$ cat src/rtl/pcm_fs_pkg.sv
package pcm_fs_pkg;
    localparam int DIV_W    = 6;
    localparam int MODE_W   = 2;
    localparam int BIT_W    = 3;
    localparam int BASE_LOG = 2;
    localparam int SLOT_W   = BASE_LOG + (1 << MODE_W) - 1;
    localparam int CFG_W    = DIV_W + 2;

    typedef enum logic [1:0] {
        ST_IDLE = 2'd0,
        ST_SYNC = 2'd1,
        ST_RUN  = 2'd2
    } fr_state_e;

    typedef struct packed {
        logic             clk_en;
        logic             ref_alt;
        logic [DIV_W-1:0] div;
    } clk_cfg_t;

    typedef struct packed {
        logic [MODE_W-1:0] slot_mode;
        logic              tri_en;
        logic              fs_low;
        logic              long_fs;
        logic              ext_fs;
        logic              clkout_en;
        logic              ext_clk;
    } frm_cfg_t;
endpackage

$ cat src/rtl/pcm_bclk_src.sv
module pcm_bclk_src #(
    parameter int DIV_W = 6
) (
    input  logic             clk,
    input  logic             rst_n,
    input  logic             ref_tick_i,
    input  logic             alt_tick_i,
    input  logic             ref_alt,
    input  logic [DIV_W-1:0] div,
    input  logic             clk_en,
    input  logic             ext_clk,
    input  logic             ext_bclk_i,
    input  logic             restart,
    output logic             bit_stb,
    output logic             active,
    output logic             bclk_pulse
);
    logic [DIV_W-1:0] cnt;
    logic             ext_q;
    logic             ref_pick;
    logic             int_stb;
    logic             ext_stb;

    always_comb begin
        ref_pick = ref_alt ? alt_tick_i : ref_tick_i;
        int_stb  = clk_en && ref_pick && (cnt == div) && !restart;
        ext_stb  = ext_bclk_i && !ext_q;
        bit_stb  = ext_clk ? ext_stb : int_stb;
        active   = ext_clk || clk_en;
    end

    always_ff @(posedge clk) begin
        if (!rst_n) begin
            cnt        <= '0;
            ext_q      <= 1'b0;
            bclk_pulse <= 1'b0;
        end else begin
            ext_q      <= ext_bclk_i;
            bclk_pulse <= bit_stb && !restart;
            if (!clk_en || restart) begin
                cnt <= '0;
            end else if (ref_pick) begin
                cnt <= (cnt == div) ? '0 : cnt + 1'b1;
            end
        end
    end

    // an undivided reference turns every tick into a bit strobe
    assert_div_pass_R1: assert property (@(posedge clk) disable iff (!rst_n)
        (!ext_clk && clk_en && div == '0 && ref_pick && !restart) |-> bit_stb);

    // a gated internal clock produces no pulse in the next cycle
    assert_gate_quiet_R3: assert property (@(posedge clk) disable iff (!rst_n)
        (!ext_clk && !clk_en) |=> !bclk_pulse);
endmodule

$ cat src/rtl/pcm_frame_ctr.sv
module pcm_frame_ctr
    import pcm_fs_pkg::*;
#(
    parameter int P_BIT_W    = 3,
    parameter int P_SLOT_W   = 5,
    parameter int P_MODE_W   = 2
) (
    input  logic                clk,
    input  logic                rst_n,
    input  logic                bit_stb,
    input  logic                active,
    input  logic                restart,
    input  logic                ext_fs,
    input  logic                long_fs,
    input  logic                fs_low,
    input  logic                ext_fsync_i,
    input  logic [P_MODE_W-1:0] slot_mode,
    output logic [P_BIT_W-1:0]  bit_idx,
    output logic [P_SLOT_W-1:0] slot_idx,
    output logic [P_SLOT_W-1:0] slot_last,
    output logic                run
);
    localparam int              MAX_MODE = (1 << P_MODE_W) - 1;
    localparam logic [P_BIT_W-1:0] BIT_LAST = '1;

    fr_state_e st, st_d;
    logic      fs_prev;
    logic      fs_act_in;
    logic      fs_hit;

    always_comb begin
        slot_last = '1;
        slot_last = slot_last >> (MAX_MODE - int'(slot_mode));
        fs_act_in = ext_fsync_i ^ fs_low;
        fs_hit    = bit_stb && fs_act_in && !fs_prev;
        run       = (st == ST_RUN);
    end

    // next-state logic
    always_comb begin
        st_d = st;
        unique case (st)
            ST_IDLE: begin
                if (active) begin
                    if (ext_fs)       st_d = ST_SYNC;
                    else if (bit_stb) st_d = ST_RUN;
                end
            end
            ST_SYNC: begin
                if (!ext_fs)     st_d = ST_IDLE;
                else if (fs_hit) st_d = ST_RUN;
            end
            ST_RUN:  st_d = ST_RUN;
            default: st_d = ST_IDLE;
        endcase
        if (restart || !active) st_d = ST_IDLE;
    end

    // state register
    always_ff @(posedge clk) begin
        if (!rst_n) st <= ST_IDLE;
        else        st <= st_d;
    end

    // position counters
    always_ff @(posedge clk) begin
        if (!rst_n) begin
            bit_idx  <= '0;
            slot_idx <= '0;
            fs_prev  <= 1'b0;
        end else begin
            if (bit_stb) fs_prev <= fs_act_in;
            if (restart || !active) begin
                bit_idx  <= '0;
                slot_idx <= '0;
            end else begin
                unique case (st)
                    ST_IDLE: begin
                        if (!ext_fs && bit_stb) begin
                            bit_idx  <= BIT_LAST;
                            slot_idx <= slot_last;
                        end
                    end
                    ST_SYNC: begin
                        if (ext_fs && fs_hit) begin
                            bit_idx  <= long_fs ? '0 : BIT_LAST;
                            slot_idx <= long_fs ? '0 : slot_last;
                        end
                    end
                    ST_RUN: begin
                        if (bit_stb) begin
                            if (ext_fs && fs_hit) begin
                                bit_idx  <= long_fs ? '0 : BIT_LAST;
                                slot_idx <= long_fs ? '0 : slot_last;
                            end else if (bit_idx == BIT_LAST) begin
                                bit_idx  <= '0;
                                slot_idx <= (slot_idx == slot_last) ? '0 : slot_idx + 1'b1;
                            end else begin
                                bit_idx <= bit_idx + 1'b1;
                            end
                        end
                    end
                    default: begin
                        bit_idx  <= '0;
                        slot_idx <= '0;
                    end
                endcase
            end
        end
    end

    // a strobe inside a running frame steps the bit index by one
    assert_bit_step_R6: assert property (@(posedge clk) disable iff (!rst_n)
        (st == ST_RUN && bit_stb && active && !restart && !fs_hit)
        |=> bit_idx == $past(bit_idx) + 1'b1);

    // without a strobe the position holds
    assert_idx_hold_R6: assert property (@(posedge clk) disable iff (!rst_n)
        (!bit_stb && active && !restart) |=> ($stable(bit_idx) && $stable(slot_idx)));

    // the slot index never passes the last slot of the mode
    assert_slot_range_R6: assert property (@(posedge clk) disable iff (!rst_n)
        slot_idx <= slot_last);
endmodule

$ cat src/rtl/pcm_fsync_shape.sv
module pcm_fsync_shape #(
    parameter int P_BIT_W  = 3,
    parameter int P_SLOT_W = 5
) (
    input  logic                clk,
    input  logic                rst_n,
    input  logic                run,
    input  logic [P_BIT_W-1:0]  bit_idx,
    input  logic [P_SLOT_W-1:0] slot_idx,
    input  logic [P_SLOT_W-1:0] slot_last,
    input  logic                long_fs,
    input  logic                fs_low,
    input  logic                ext_fs,
    input  logic                tri_en,
    input  logic                bclk_pulse,
    output logic                fsync_o,
    output logic                fsync_oe,
    output logic                dtx_oe
);
    localparam logic [P_BIT_W-1:0] BIT_LAST = '1;

    logic fs_int;

    always_comb begin
        if (long_fs) fs_int = run && (slot_idx == '0);
        else         fs_int = run && (bit_idx == BIT_LAST) && (slot_idx == slot_last);
        fsync_oe = !ext_fs;
        fsync_o  = ext_fs ? 1'b0 : (fs_int ^ fs_low);
        dtx_oe   = run && !(tri_en && (bit_idx == BIT_LAST) && !bclk_pulse);
    end

    // the data line is only released after the bit-clock pulse falls
    assert_tri_fall_R10: assert property (@(posedge clk) disable iff (!rst_n)
        ($fell(dtx_oe) && run && $past(run)) |-> $past(bclk_pulse));

    // an undriven frame-sync pin is held low
    assert_fsync_hiz_R9: assert property (@(posedge clk) disable iff (!rst_n)
        !fsync_oe |-> !fsync_o);
endmodule

$ cat src/rtl/pcm_frame_timer.sv
module pcm_frame_timer
    import pcm_fs_pkg::*;
(
    input  logic              clk,
    input  logic              rst_n,
    input  logic              cfg_wr,
    input  logic              cfg_addr,
    input  logic [CFG_W-1:0]  cfg_wdata,
    input  logic              ref_tick_i,
    input  logic              alt_tick_i,
    input  logic              ext_bclk_i,
    input  logic              ext_fsync_i,
    output logic              bclk_o,
    output logic              fsync_o,
    output logic              fsync_oe,
    output logic              dtx_oe,
    output logic [BIT_W-1:0]  bit_idx,
    output logic [SLOT_W-1:0] slot_idx,
    output logic              frame_run
);
    clk_cfg_t          ccfg;
    frm_cfg_t          fcfg;
    clk_cfg_t          ccfg_new;
    frm_cfg_t          fcfg_new;
    logic              restart;
    logic              bit_stb;
    logic              active;
    logic              bclk_pulse;
    logic [SLOT_W-1:0] slot_last;

    always_comb begin
        ccfg_new = clk_cfg_t'(cfg_wdata[$bits(clk_cfg_t)-1:0]);
        fcfg_new = frm_cfg_t'(cfg_wdata[$bits(frm_cfg_t)-1:0]);
        restart  = cfg_wr && (cfg_addr ? (fcfg_new.slot_mode != fcfg.slot_mode)
                                       : (ccfg_new.div != ccfg.div));
    end

    always_ff @(posedge clk) begin
        if (!rst_n) begin
            ccfg <= '0;
            fcfg <= '0;
        end else if (cfg_wr) begin
            if (cfg_addr) fcfg <= fcfg_new;
            else          ccfg <= ccfg_new;
        end
    end

    pcm_bclk_src #(.DIV_W(DIV_W)) u_src (
        .clk        (clk),
        .rst_n      (rst_n),
        .ref_tick_i (ref_tick_i),
        .alt_tick_i (alt_tick_i),
        .ref_alt    (ccfg.ref_alt),
        .div        (ccfg.div),
        .clk_en     (ccfg.clk_en),
        .ext_clk    (fcfg.ext_clk),
        .ext_bclk_i (ext_bclk_i),
        .restart    (restart),
        .bit_stb    (bit_stb),
        .active     (active),
        .bclk_pulse (bclk_pulse)
    );

    pcm_frame_ctr #(.P_BIT_W(BIT_W), .P_SLOT_W(SLOT_W), .P_MODE_W(MODE_W)) u_ctr (
        .clk         (clk),
        .rst_n       (rst_n),
        .bit_stb     (bit_stb),
        .active      (active),
        .restart     (restart),
        .ext_fs      (fcfg.ext_fs),
        .long_fs     (fcfg.long_fs),
        .fs_low      (fcfg.fs_low),
        .ext_fsync_i (ext_fsync_i),
        .slot_mode   (fcfg.slot_mode),
        .bit_idx     (bit_idx),
        .slot_idx    (slot_idx),
        .slot_last   (slot_last),
        .run         (frame_run)
    );

    pcm_fsync_shape #(.P_BIT_W(BIT_W), .P_SLOT_W(SLOT_W)) u_shape (
        .clk        (clk),
        .rst_n      (rst_n),
        .run        (frame_run),
        .bit_idx    (bit_idx),
        .slot_idx   (slot_idx),
        .slot_last  (slot_last),
        .long_fs    (fcfg.long_fs),
        .fs_low     (fcfg.fs_low),
        .ext_fs     (fcfg.ext_fs),
        .tri_en     (fcfg.tri_en),
        .bclk_pulse (bclk_pulse),
        .fsync_o    (fsync_o),
        .fsync_oe   (fsync_oe),
        .dtx_oe     (dtx_oe)
    );

    assign bclk_o = bclk_pulse && fcfg.clkout_en;

    // a restart leaves the frame stopped in the following cycle
    assert_restart_idle_R11: assert property (@(posedge clk) disable iff (!rst_n)
        restart |=> !frame_run);

    // with the clock output disabled the pin stays low
    assert_clkout_off_R5: assert property (@(posedge clk) disable iff (!rst_n)
        !fcfg.clkout_en |-> !bclk_o);
endmodule

$ cat config.mk
export PLATFORM = sky130hd
export DESIGN_NAME = pcm_frame_timer
export DESIGN_NICKNAME = d
export VERILOG_FILES = /design/src/rtl/pcm_fs_pkg.sv /design/src/rtl/pcm_bclk_src.sv /design/src/rtl/pcm_frame_ctr.sv /design/src/rtl/pcm_fsync_shape.sv /design/src/rtl/pcm_frame_timer.sv
export SDC_FILE = /design/constraint.sdc
export NUM_CORES = 1
export LEC_CHECK = 0
export BUFFER_PORTS_ARGS = -buffer_cell sky130_fd_sc_hd__buf_4
export CORE_AREA = 4 4 88 90
export DETAILED_ROUTE_END_ITERATION = 16
export DIE_AREA = 0 0 92 94
export GPL_TIMING_DRIVEN = 0
export PLACE_DENSITY = 0.46
export SYNTH_ARGS = -nofsm -noshare
export SYNTH_HDL_FRONTEND = slang
export SYNTH_SLANG_ARGS = --single-unit
export TNS_END_PERCENT = 10
$ cat constraint.sdc
create_clock -name clk -period 4.6 [get_ports clk]
set_input_delay 0.92 -clock clk [delete_from_list [all_inputs] [get_ports clk]]
set_output_delay 0.92 -clock clk [all_outputs]
set_load 0.01 [all_outputs]
==> summary.md <==
| Metric | Value |
|---|---|
| Syn_area_per_cell | `between 8 and 9 um2` |
| Row count | `31` |
| Worst Hold Class | `reg2reg` |
| R2R cell count | `7` |
| Reg-to-reg endpoint | `u_ctr.slot_idx[2]$_SDFFE_PP0P_` |
| Worst-path fanout max | `6` |
| WP data required | `roughly 3.7 ns` |
| Post-CTS Setup Repair Bufs | `0` |
| Slowest cell on crit path | `dfxtp_1` |
| Diodes inserted | `0` |
| Slew @ Worst Pin | `roughly 0.63 ns` |
| Fin cells | `387` |
| FF+latch count, synth | `35` |
| Cts bufs inserted | `5` |
| Initial Utilization | `28.7%` |
| Worst EP arrival | `between 2 and 2.5 ns` |
| Minimum clock period | `around 3.2 ns` |
| Crit-path max cell delay | `~0.42 ns` |
| Ys flop type | `dfxtp_1` |
| WHS | `about 0.46 ns` |
| TritonRoute pass-1 iters | `4` |
| Hold_sp | `fcfg[1]$_SDFFE_PN0P_` |
| Final setup TNS | `0 ns` |
| Area taken by multi-input logic gates | `1250 um2` |
| Crit-path cells | `ha_1 -> nand2_1 -> nor4_1 -> a311oi_1 -> or3_1 -> a21oi_1 -> xnor2_1 -> nor2_1 -> buf_4` |
| Hold path endpoint | `fcfg[1]$_SDFFE_PN0P_` |
| R2r startpoint | `ccfg[3]$_SDFFE_PN0P_` |
| Biggest area consumer among synthesized cells | `dfxtp_1` |
| Mapped Area | `around 2000 um2` |
| Die Y | `roughly 94 um` |
| Skew final | `just under 0.008 ns` |
| Post-route ant nets | `0` |
| Mapped Nets | `around 270` |
| Largest net degree at the start of global routing | `13` |
| Worst vdd ir | `between 0.0001 and 0.00015 V` |
| Clock Tree Buf Depth | `2` |
| CTS root buf | `clkbuf_8` |
| Initial antenna violation count | `0` |
| Total gr overflow | `0` |
| Max_cap viols | `0` |
| Async SR Flop Fraction | `0%` |
| Slew margin rel. | `between 50% and 60%` |
| Distinct cells, synth | `44` |
| Cts hold-fix bufs | `0` |
| Die X | `between 90 and 100 um` |
| Wire length per cell | `between 10 and 15 um` |
| # H-tree levels | `2` |
| Fin crit share | `69.3%` |
| Post-synth top area share | `roughly a third` |
| DRT Wirelength | `between 5000 and 6000 um` |
| Final net count | `approximately 300` |
| Hold Crit Depth | `2` |
| Via count | `around 1800` |
| F_max | `around 0.31 GHz` |
| Gr usage total | `between 10% and 20%` |
| Vias in the first global route | `1832` |
| Final setup violation count | `0` |
| Vias/cell | `approximately 4.7` |
| Pleak | `just over 0.0009 uW` |
| Most common cell in the netlist | `nand2_1` |
| Status | `finished, final reports clean` |
| Kind of critical path | `reg2out` |
| Resized Gates After CTS | `0` |
| Initial drt markers | `43` |
| Post-synth EDFFs | `0` |
| CTS tree | `yes` |
| Final Power | `between 600 and 700 uW` |
| Crit path capture type | `primary output` |
| Crit-path leading delay family | `simple AND/OR/NAND/NOR gates` |
| # IOs | `29` |
| CORE AREA | `7060 um2` |
| Clk sinks | `35` |
| Area Growth Syn to Fin | `22.1%` |
| Worst Setup SP | `u_ctr.slot_idx[0]$_SDFFE_PP0P_` |
| Placer Congestion | `around 0.78` |
| Reg2reg setup slack | `roughly 2.1 ns` |
| DP Wirelength | `4020 um` |
| Synth Instances | `approximately 250` |
| Register area share after synthesis | `34.6%` |
| Pwr/cell area | `around 270 nW/um2` |
| Synth cell count leaders | `40 x nand2_1, 35 x dfxtp_1, 18 x nand3_1, 16 x a21boi_0, 16 x nor2_1` |
| Share of layout cells above drive strength 1 | `~16%` |
| Placed cells | `roughly 380` |
| Final hold vios | `0` |
| Filler Cells Inserted | `770` |
| Critical Path Source Type | `flop` |
| RSZ-0062 raised after global routing | `false` |
| Final Max Tran Viols | `0` |
| Global-route wire length before repair | `8950 um` |
| # port buffers | `28` |
| Clk slew on worst S/H paths | `roughly 0.070 ns` |
| FF+latch area | `roughly 700 um2` |
| DRC viols | `0` |
| Worst Path Buf+Inv | `1` |
| Ys Warns | `0` |
| Die Area | `slightly below 9000 um2` |
| Top area cells in the synthesized netlist | `dfxtp_1 35%, nand2_1 7.4%, a21boi_0 5.9%` |
| Worst-Skew Late Latency | `about 0.3 ns` |
[metal layers]
metal  wire length (um)  track usage [%]
met1               2650             17.6
met2               2210             20.9
met3                214             2.72
met4                 67             4.08
met5                  0                0
[worst register-to-register path: cells and delay by family, from the launching register on]
| kind | cells | cell delay (ns) |
|---|---|---|
| flip-flops | 1 | 0.35 |
| AO/OA/AOI/OAI | 3 | 0.65 |
| XOR/XNOR | 1 | 0.15 |
| AND/OR/NAND/NOR | 3 | 1.29 |
[flip-flops by register name (all words and copies together), names as in the netlist]
register          count
u_ctr.st              2
u_src.cnt             6
u_src.ext_q           1
u_src.bclk_pulse      1
ccfg                  8
u_ctr.fs_prev         1
u_ctr.slot_idx        5
u_ctr.bit_idx         3
fcfg                  8
[cell usage in the layout (no fill, tap or decap), types with 8 or more instances in the layout]
| cell | instances |
|---|---|
| nand2_1 | 40 |
| a21oi_1 | 9 |
| nand3_1 | 18 |
| a21boi_0 | 16 |
| nor3_1 | 9 |
| xor2_1 | 13 |
| buf_4 | 28 |
| inv_1 | 11 |
| xnor2_1 | 9 |
| nor2_1 | 16 |
| dfxtp_1 | 35 |
| o21ai_0 | 8 |
[where the power goes]
part           internal (uW)  total (uW)  switching, uW  leakage, uW
logic                   32.2        73.9           41.6     0.000589
registers                310         319           8.61     0.000284
clock network            161         285            124    0.0000581
total                    504         678            174     0.000931
[area by class of cell]
class	instances	share of cell area [%]
Tap cell	99	5.01
Clock buffer	5	2.78
Buffer	9	1.37
Multi-Input combinational cell	197	50.5
Inverter	11	1.67
Clock inverter	3	1.77
Sequential cell	35	28.4
Timing Repair Buffer	28	8.51
[stage by stage]
| step | utilization (%) | instance area, um2 | setup WS, ns |
|---|---|---|---|
| after floorplan | - | 2020 | 1.86 |
| after global placement | 33.4 | 2360 | 1.37 |
| after detailed placement | 33.4 | 2360 | 1.40 |
| after CTS | 35.0 | 2470 | 1.40 |
| after global routing | 35.0 | 2470 | 1.13 |
| final | 35.0 | 2470 | 1.41 |
[cell families (layout without fill, tap and decap cells)]
family / after synthesis / after routing / share of synthesized area [%]
buffers and inverters: 20 / 56 / 3.71
multiplexers: 2 / 2 / 1.05
XOR/XNOR: 22 / 22 / 9.52
AO/OA/AOI/OAI: 61 / 61 / 22.9
AND/OR/NAND/NOR: 107 / 107 / 25.1
adder cells (fa/ha/maj): 5 / 5 / 3.09
flip-flops: 35 / 35 / 34.6
[worst max path at each step]
| stage | end | slack, ns | depth (start not counted) |
|---|---|---|---|
| after floorplan | u_ctr.slot_idx[3]$_SDFFE_PP0P_ | 1.86 | 7 |
| after global placement | u_ctr.slot_idx[2]$_SDFFE_PP0P_ | 1.37 | 8 |
| after detailed placement | u_ctr.slot_idx[2]$_SDFFE_PP0P_ | 1.40 | 8 |
| after CTS | fsync_o | 1.40 | 9 |
| after global routing | fsync_o | 1.13 | 9 |
| final | fsync_o | 1.41 | 9 |
(Power assumes the default switching activity.)
